==> src/rtl/uart_flag_pkg.sv <==
package uart_flag_pkg;
  // Status byte width and bit positions (software decodes these).
  localparam int STAT_W  = 8;
  localparam int DATA_W  = 8;
  localparam int TXE_B   = 7;
  localparam int TC_B    = 6;
  localparam int RXNE_B  = 5;
  localparam int IDLE_B  = 4;
  localparam int OVR_B   = 3;
  localparam int NOISE_B = 2;
  localparam int FERR_B  = 1;
  localparam int PERR_B  = 0;
  // Flags cleared by status read followed by data read.
  localparam int ERR_TOP = IDLE_B;
  // Reset image: transmit side starts empty and complete.
  localparam logic [STAT_W-1:0] STAT_RST =
    STAT_W'((1 << TXE_B) | (1 << TC_B));
  // Write data bit that clears the line-break flag when zero.
  localparam int LB_WBIT = 0;
endpackage

==> src/rtl/flag_cell.sv <==
module flag_cell #(
  parameter logic RST_VAL = 1'b0
) (
  input  logic clk,
  input  logic rst_n,
  input  logic set_i,
  input  logic clr_i,
  output logic q_o
);
  // Event wins over a clear in the same cycle.
  always_ff @(posedge clk or negedge rst_n) begin
    if (!rst_n)      q_o <= RST_VAL;
    else if (set_i)  q_o <= 1'b1;
    else if (clr_i)  q_o <= 1'b0;
  end


  set_wins_chk: assert property (@(posedge clk) disable iff (!rst_n)
    set_i |=> q_o);
endmodule

==> src/rtl/arm_tracker.sv <==
module arm_tracker (
  input  logic clk,
  input  logic rst_n,
  input  logic stat_rd_i,
  input  logic other_acc_i,
  output logic armed_o
);
  always_ff @(posedge clk or negedge rst_n) begin
    if (!rst_n)            armed_o <= 1'b0;
    else if (stat_rd_i)    armed_o <= 1'b1;
    else if (other_acc_i)  armed_o <= 1'b0;
  end


  arm_keep_chk: assert property (@(posedge clk) disable iff (!rst_n)
    stat_rd_i |=> armed_o);

  arm_drop_chk: assert property (@(posedge clk) disable iff (!rst_n)
    (other_acc_i && !stat_rd_i) |=> !armed_o);
endmodule

==> src/rtl/status_bank.sv <==
module status_bank
  import uart_flag_pkg::*;
(
  input  logic              clk,
  input  logic              rst_n,
  input  logic [STAT_W-1:0] set_vec_i,
  input  logic [STAT_W-1:0] clr_vec_i,
  output logic [STAT_W-1:0] flags_o
);
  for (genvar b = 0; b < STAT_W; b++) begin : g_bit
    flag_cell #(.RST_VAL(STAT_RST[b])) u_cell (
      .clk   (clk),
      .rst_n (rst_n),
      .set_i (set_vec_i[b]),
      .clr_i (clr_vec_i[b]),
      .q_o   (flags_o[b])
    );
  end
endmodule

==> src/rtl/irq_merge.sv <==
module irq_merge
  import uart_flag_pkg::*;
(
  input  logic              clk,
  input  logic              rst_n,
  input  logic [STAT_W-1:0] flags_i,
  input  logic              lb_i,
  input  logic              en_txe_i,
  input  logic              en_tc_i,
  input  logic              en_rx_i,
  input  logic              en_idle_i,
  input  logic              en_pe_i,
  input  logic              en_lb_i,
  output logic              irq_o
);
  logic pending;
  logic flags_unused;

  // Noise and framing error have no enable of their own.
  assign flags_unused = flags_i[NOISE_B] ^ flags_i[FERR_B];

  always_comb begin
    pending = (flags_i[TXE_B]  & en_txe_i)
            | (flags_i[TC_B]   & en_tc_i)
            | ((flags_i[RXNE_B] | flags_i[OVR_B]) & en_rx_i)
            | (flags_i[IDLE_B] & en_idle_i)
            | (flags_i[PERR_B] & en_pe_i)
            | (lb_i            & en_lb_i);
  end

  always_ff @(posedge clk or negedge rst_n) begin
    if (!rst_n) irq_o <= 1'b0;
    else        irq_o <= pending;
  end


  all_masked_chk: assert property (@(posedge clk) disable iff (!rst_n)
    (!en_txe_i && !en_tc_i && !en_rx_i && !en_idle_i && !en_pe_i && !en_lb_i)
      |=> !irq_o);
endmodule

==> src/rtl/uart_flag_ctrl.sv <==
module uart_flag_ctrl
  import uart_flag_pkg::*;
(
  input  logic              clk,
  input  logic              rst_n,
  input  logic              ev_rx_byte,
  input  logic              ev_tx_load,
  input  logic              ev_frame_done,
  input  logic              ev_idle,
  input  logic              ev_overrun,
  input  logic              ev_noise,
  input  logic              ev_frame_err,
  input  logic              ev_parity_err,
  input  logic              ev_line_break,
  input  logic              ev_break_stop,
  input  logic              rd_stat,
  input  logic              rd_data,
  input  logic              wr_data,
  input  logic              wr_stat,
  input  logic              wr_lb,
  input  logic              wr_sbk,
  input  logic [DATA_W-1:0] wdata,
  input  logic              en_txe,
  input  logic              en_tc,
  input  logic              en_rx,
  input  logic              en_idle,
  input  logic              en_pe,
  input  logic              en_lb,
  output logic [STAT_W-1:0] status,
  output logic              lb_flag,
  output logic              sbk_req,
  output logic              irq
);
  logic              armed;
  logic              other_acc;
  logic [STAT_W-1:0] set_vec;
  logic [STAT_W-1:0] clr_vec;
  logic [DATA_W-1:0] wdata_unused;

  assign wdata_unused = wdata & ~(DATA_W'(1 << RXNE_B) | DATA_W'(1 << LB_WBIT));

  // Any access other than a status read breaks a pending sequence.
  assign other_acc = rd_data | wr_data | wr_stat | wr_lb | wr_sbk;

  arm_tracker u_arm (
    .clk         (clk),
    .rst_n       (rst_n),
    .stat_rd_i   (rd_stat),
    .other_acc_i (other_acc),
    .armed_o     (armed)
  );

  always_comb begin
    set_vec          = '0;
    set_vec[TXE_B]   = ev_tx_load;
    set_vec[TC_B]    = ev_frame_done;
    set_vec[RXNE_B]  = ev_rx_byte;
    set_vec[IDLE_B]  = ev_idle;
    set_vec[OVR_B]   = ev_overrun;
    set_vec[NOISE_B] = ev_noise;
    set_vec[FERR_B]  = ev_frame_err;
    set_vec[PERR_B]  = ev_parity_err;
  end

  always_comb begin
    clr_vec         = '0;
    clr_vec[TXE_B]  = wr_data;
    clr_vec[TC_B]   = armed & wr_data;
    clr_vec[RXNE_B] = rd_data | (wr_stat & ~wdata[RXNE_B]);
    for (int b = 0; b <= ERR_TOP; b++) begin
      clr_vec[b] = armed & rd_data;
    end
  end

  status_bank u_bank (
    .clk       (clk),
    .rst_n     (rst_n),
    .set_vec_i (set_vec),
    .clr_vec_i (clr_vec),
    .flags_o   (status)
  );

  flag_cell #(.RST_VAL(1'b0)) u_lb (
    .clk   (clk),
    .rst_n (rst_n),
    .set_i (ev_line_break),
    .clr_i (wr_lb & ~wdata[LB_WBIT]),
    .q_o   (lb_flag)
  );

  flag_cell #(.RST_VAL(1'b0)) u_sbk (
    .clk   (clk),
    .rst_n (rst_n),
    .set_i (wr_sbk),
    .clr_i (ev_break_stop),
    .q_o   (sbk_req)
  );

  irq_merge u_irq (
    .clk       (clk),
    .rst_n     (rst_n),
    .flags_i   (status),
    .lb_i      (lb_flag),
    .en_txe_i  (en_txe),
    .en_tc_i   (en_tc),
    .en_rx_i   (en_rx),
    .en_idle_i (en_idle),
    .en_pe_i   (en_pe),
    .en_lb_i   (en_lb),
    .irq_o     (irq)
  );


  txe_clr_chk: assert property (@(posedge clk) disable iff (!rst_n)
    (wr_data && !ev_tx_load) |=> !status[TXE_B]);

  tc_keep_chk: assert property (@(posedge clk) disable iff (!rst_n)
    (wr_data && !armed && !ev_frame_done && status[TC_B]) |=> status[TC_B]);

  err_hold_chk: assert property (@(posedge clk) disable iff (!rst_n)
    (!armed && !ev_idle && !ev_overrun && !ev_noise && !ev_frame_err && !ev_parity_err)
      |=> (status[ERR_TOP:0] == $past(status[ERR_TOP:0])) || !$past(rst_n));

  sbk_drop_chk: assert property (@(posedge clk) disable iff (!rst_n)
    (ev_break_stop && !wr_sbk) |=> !sbk_req);

  lb_set_chk: assert property (@(posedge clk) disable iff (!rst_n)
    ev_line_break |=> lb_flag);
endmodule

==> config.mk <==
export PLATFORM = sky130hd
export DESIGN_NAME = uart_flag_ctrl
export DESIGN_NICKNAME = d
export VERILOG_FILES = /design/src/rtl/uart_flag_pkg.sv /design/src/rtl/flag_cell.sv /design/src/rtl/arm_tracker.sv /design/src/rtl/status_bank.sv /design/src/rtl/irq_merge.sv /design/src/rtl/uart_flag_ctrl.sv
export SDC_FILE = /design/constraint.sdc
export NUM_CORES = 1
export LEC_CHECK = 0
export CAP_MARGIN = 0
export CORE_MARGIN = 1
export CORE_UTILIZATION = 33
export DETAILED_ROUTE_END_ITERATION = 8
export PLACE_DENSITY = 0.82
export SYNTH_ARGS = -nofsm -noshare
export SYNTH_HDL_FRONTEND = slang
export SYNTH_SLANG_ARGS = --single-unit
==> constraint.sdc <==
create_clock -name clk -period 2.6 [get_ports clk]
set_clock_uncertainty 0.15 [all_clocks]
set_input_delay 0.39 -clock clk [delete_from_list [all_inputs] [get_ports clk]]
set_output_delay 0.39 -clock clk [all_outputs]
set_load 0.01 [all_outputs]
# Word level (Yosys, flattened, before mapping)
# Index checks and enable logic that the tools add are counted.
# classes
mux	18
bitwise_logic	23
reduce_logical	11
# op_table
operator	count
$reduce_bool A2 Y1	11
$mux W1	18
$or A1 B1 Y1	11
$and A1 B1 Y1	10
$not A1 Y1	2
# word_totals
regBits	12
inputBits	32
out_inout_bits	11
elab_cells	64

# Depth between registers and ports, before layout
# depth
ltp_word	6
ltp_mapped	2
depth_no_buf	2

# Modules after synthesis
# Synthesis repeated with hierarchy kept, for this count alone.
# unflattened
cells_unflattened	46
hier_area_um2	498.0
# by_module_without_submodules
mod	n_inst	cells_each	area_each_um2	seq_area_each_um2
flag_cell (u_bank.g_bit[0].u_cell ...)	8	3	36.3	25.0
flag_cell (u_bank.g_bit[6].u_cell ...)	2	3	37.5	26.3
irq_merge	1	5	52.6	25.0
uart_flag_ctrl	1	8	43.8	0.0
arm_tracker	1	3	36.3	25.0

# Worst setup path before layout
# Ideal clock, no wire load.
# synth_timing
path_type	reg-to-output
startpoint	register u_bank.g_bit[6].u_cell.q_o
endpoint	output port status[6]
t_arrival_ps	622
required_ps	2060
slack_ps	1438
stages_incl_launch_ff	2
path_buffers	1
cell_sequence	dfstp_2 > buf_4
# synth_lines
element	line_no	rtl
start: declaration	flag_cell.sv:8	output logic q_o
start signal: assignment	flag_cell.sv:12	if (!rst_n) q_o <= RST_VAL;
start signal: assignment	flag_cell.sv:13	else if (set_i) q_o <= 1'b1;
start signal: assignment	flag_cell.sv:14	else if (clr_i) q_o <= 1'b0;
end: declaration	uart_flag_ctrl.sv:29	output logic [STAT_W-1:0] status,
# No word-level cell between the ends.

# Final worst setup path
# layout_timing
startpoint	register u_bank.g_bit[6].u_cell.q_o
endpoint	output port status[6]
# No word-level cell between the ends.

==> run summary <==
run status: completed
vias in the first global route: 455
routed via count: 424
library cells used by synthesis: 15
relative slew slack: 64.28%
ratio of total power to cell area: 482.7 mW/mm2
layout-stage area growth over the synthesis result: 67.15%
root cell of the clock tree: sky130_fd_sc_hd__clkbuf_4
register-to-register setup slack: 1510 ps
overall die height: 41.48 um
die width: 41.48 um
total routing resource utilization after global routing: 16.01%
Port Buffers: 36
arrival time of data at the critical path endpoint: 1340 ps
final critical path time including I/O delays and setup: 1882 ps
share of synthesized registers carrying an async set or reset: 100.0%
TritonCTS clock tree: done
average wire per standard cell: 12.77 um
DRC marker count from the first detailed-route iteration: 5
warnings from Yosys: 0
Critical-path top delay cell: sky130_fd_sc_hd__dfstp_2
net count after synthesis: 75
leak pwr: 0.0003591 uW
final non-filler cell total: 90
number of hold violations in the final report: 0
Placed Cells: 86
area occupied by multi-input gates: 140.1 um2
detailed-route vias per instance: 4.711
portion of the post-synthesis area used by sequential elements: 58.88%
Final nets: 108
number of register bits inferred by synthesis: 12
number of logic stages on the critical path including buffering: 1
first-pass detailed-route iteration total: 4
global-route wire length before repair: 2.028 mm
peak fanout along the critical path: 3
most common flop cell mapped by yosys: sky130_fd_sc_hd__dfrtp_1
Clk pin slew, worst setup/hold paths: 70 ps
cell type contributing the most total cell area after synthesis: sky130_fd_sc_hd__dfrtp_1
Routed WL: 1.149 mm
count of hold buffers inserted by post-cts repair: 0
highest achievable clock rate: 531.3 MHz
CP delay by family, top: flip-flops
Required @ worst endpoint: 2060 ps
highest ir drop seen on vdd: 315.0 uV
series of cell instances along the critical path: clkdlybuf4s50_1
hold crit path type: in2async
TritonCTS sink count: 12
cell area after synthesis: 514.2 um2
launching element type of the critical path: flip-flop
number of design rule violations left after detail routing: 0
flip-flop and latch area: 302.8 um2
max-slew violation count: 0
startpoint-to-endpoint class of the critical path: reg2out
Cell Rows: 13
setup TNS: 0 ps
Die Outline Area: 0.001720 mm2
ranking of synthesized cells by instance count: sky130_fd_sc_hd__dfrtp_1 (10), sky130_fd_sc_hd__a21o_1 (8), sky130_fd_sc_hd__buf_4 (8), sky130_fd_sc_hd__inv_1 (3)
slowest stage delay, CP: 540 ps
pin count of the biggest net entering global routing: 13
setup repair after global routing missed its margin: false
biggest area contributors in the synthesized netlist: sky130_fd_sc_hd__dfrtp_1 (49%), sky130_fd_sc_hd__a21o_1 (12%), sky130_fd_sc_hd__buf_4 (12%), sky130_fd_sc_hd__dfstp_2 (10%), sky130_fd_sc_hd__nand2b_1 (2.4%)
post-CTS setup buffers: 0
total overflow reported by the global router: 0
number of buffers created by CTS: 3
area fraction of the dominant cell type after synthesis: 48.66%
worst reg2reg path depth: 2
Skew-Pair Late Insertion Delay: 270 ps
Critical Path Sink Type: output port
total I/O pin count: 43
count of flip-flops with a built-in enable after synthesis: 0
Slew @ Worst Pin: 534.1 ps
final setup vio count: 0
routability congestion estimate: 0.7695
count of buffer and inverter cells on the critical path: 1
count of max-cap constraint violations: 0
most instantiated library cell after synthesis: sky130_fd_sc_hd__dfrtp_1
share of layout cells above drive strength 1: 9.333%
mean post-synth cell area: 11.96 um2
number of resized instances in the post-cts repair step: 0
Core Region: 0.001366 mm2
Final HPWL DP: 941.9 um
Initial Util: 37.64%
number of antenna violations at the first check in global routing: 0
Gate Count Post-Synth: 43
Antenna Cells: 0
filler cell count: 120
DRT antenna net count: 0
Tcrit/Tclk final: 72.39%
H-tree depth reported by CTS: 1
CTS max path bufs: 2
-- final cells by class --
cell class,instances,share of cell area [%]
Timing Repair Buffer,36,41.92
Sequential cell,12,35.23
Multi-Input combinational cell,20,16.30
Clock buffer,4,3.057
Tap cell,15,2.183
Inverter,3,1.310
-- stage by stage --
step                cell area [um2]  total power [uW]  hold slack [ps]  utilization [%]  worst slack (ps)
floorplan                     514.2             243.8           -55.59                -              1438
global placement              833.3             298.8            315.5            60.99              1007
detailed placement            833.3             301.1            322.9            60.99              1009
CTS                           859.6             424.2            330.5            62.91             700.2
global route                  859.6             439.9            349.7            62.91             674.7
finish                        859.6             414.9            314.8            62.91             717.9
-- metal layers --
metal	vias up	track usage (%)	routed length, um
met5	-	0	0
met4	0	7.742	27
met3	4	5.652	74
met2	18	25.94	598
met1	196	18.72	448
li1	206	-	-
-- state kept, by name, indices dropped and copies added (netlist names) --
name and cells:
u_bank.g_bit.u_cell.q_o 8, u_arm.armed_o 1, u_irq.irq_o 1, u_lb.q_o 1, u_sbk.q_o 1
-- cell families (layout without fill, tap and decap cells) --
kind of cell,Yosys count,in the layout,share of synthesized area (%)
compound gates,14,14,21.17
flops,12,12,58.88
buf+inv,11,43,13.87
simple gates,6,6,6.083
-- path summary, 6_finish.rpt --
kind                                                        startpoint                                endpoint
worst max-delay path            u_bank.g_bit[6].u_cell.q_o$_DFFE_PN1P_                               status[6]
worst min-delay path                                             rst_n                   u_sbk.q_o$_DFFE_PN0P_
worst max register to register  u_bank.g_bit[4].u_cell.q_o$_DFFE_PN0P_                   u_irq.irq_o$_DFF_PN0_
worst min register to register                   u_sbk.q_o$_DFFE_PN0P_                   u_sbk.q_o$_DFFE_PN0P_
max in group asynchronous                                        rst_n  u_bank.g_bit[7].u_cell.q_o$_DFFE_PN1P_
min in group clk                                 u_sbk.q_o$_DFFE_PN0P_                   u_sbk.q_o$_DFFE_PN0P_
-- cells in the final DEF, fill, tap and decap left out, drive strengths merged --
master and count:
clkdlybuf4s50 36, nand3 1, a222oi 1, a22oi 1, o21ai 1, a21o 9, clkbuf 4, nand2b 2
a31o 2, nor4 1, dfrtp 10, dfstp 2, nand2 2, inv 3
-- power breakdown --
group	switching [uW]	total (uW)	leakage [uW]	internal, uW
combinational	25.9	87.6	0.000220	61.7
clock	59.4	119	0.0000150	59.4
sequential	8.26	208	0.000124	200
total	93.6	415	0.000359	321
Note: power is estimated with default switching activity, not from simulation.
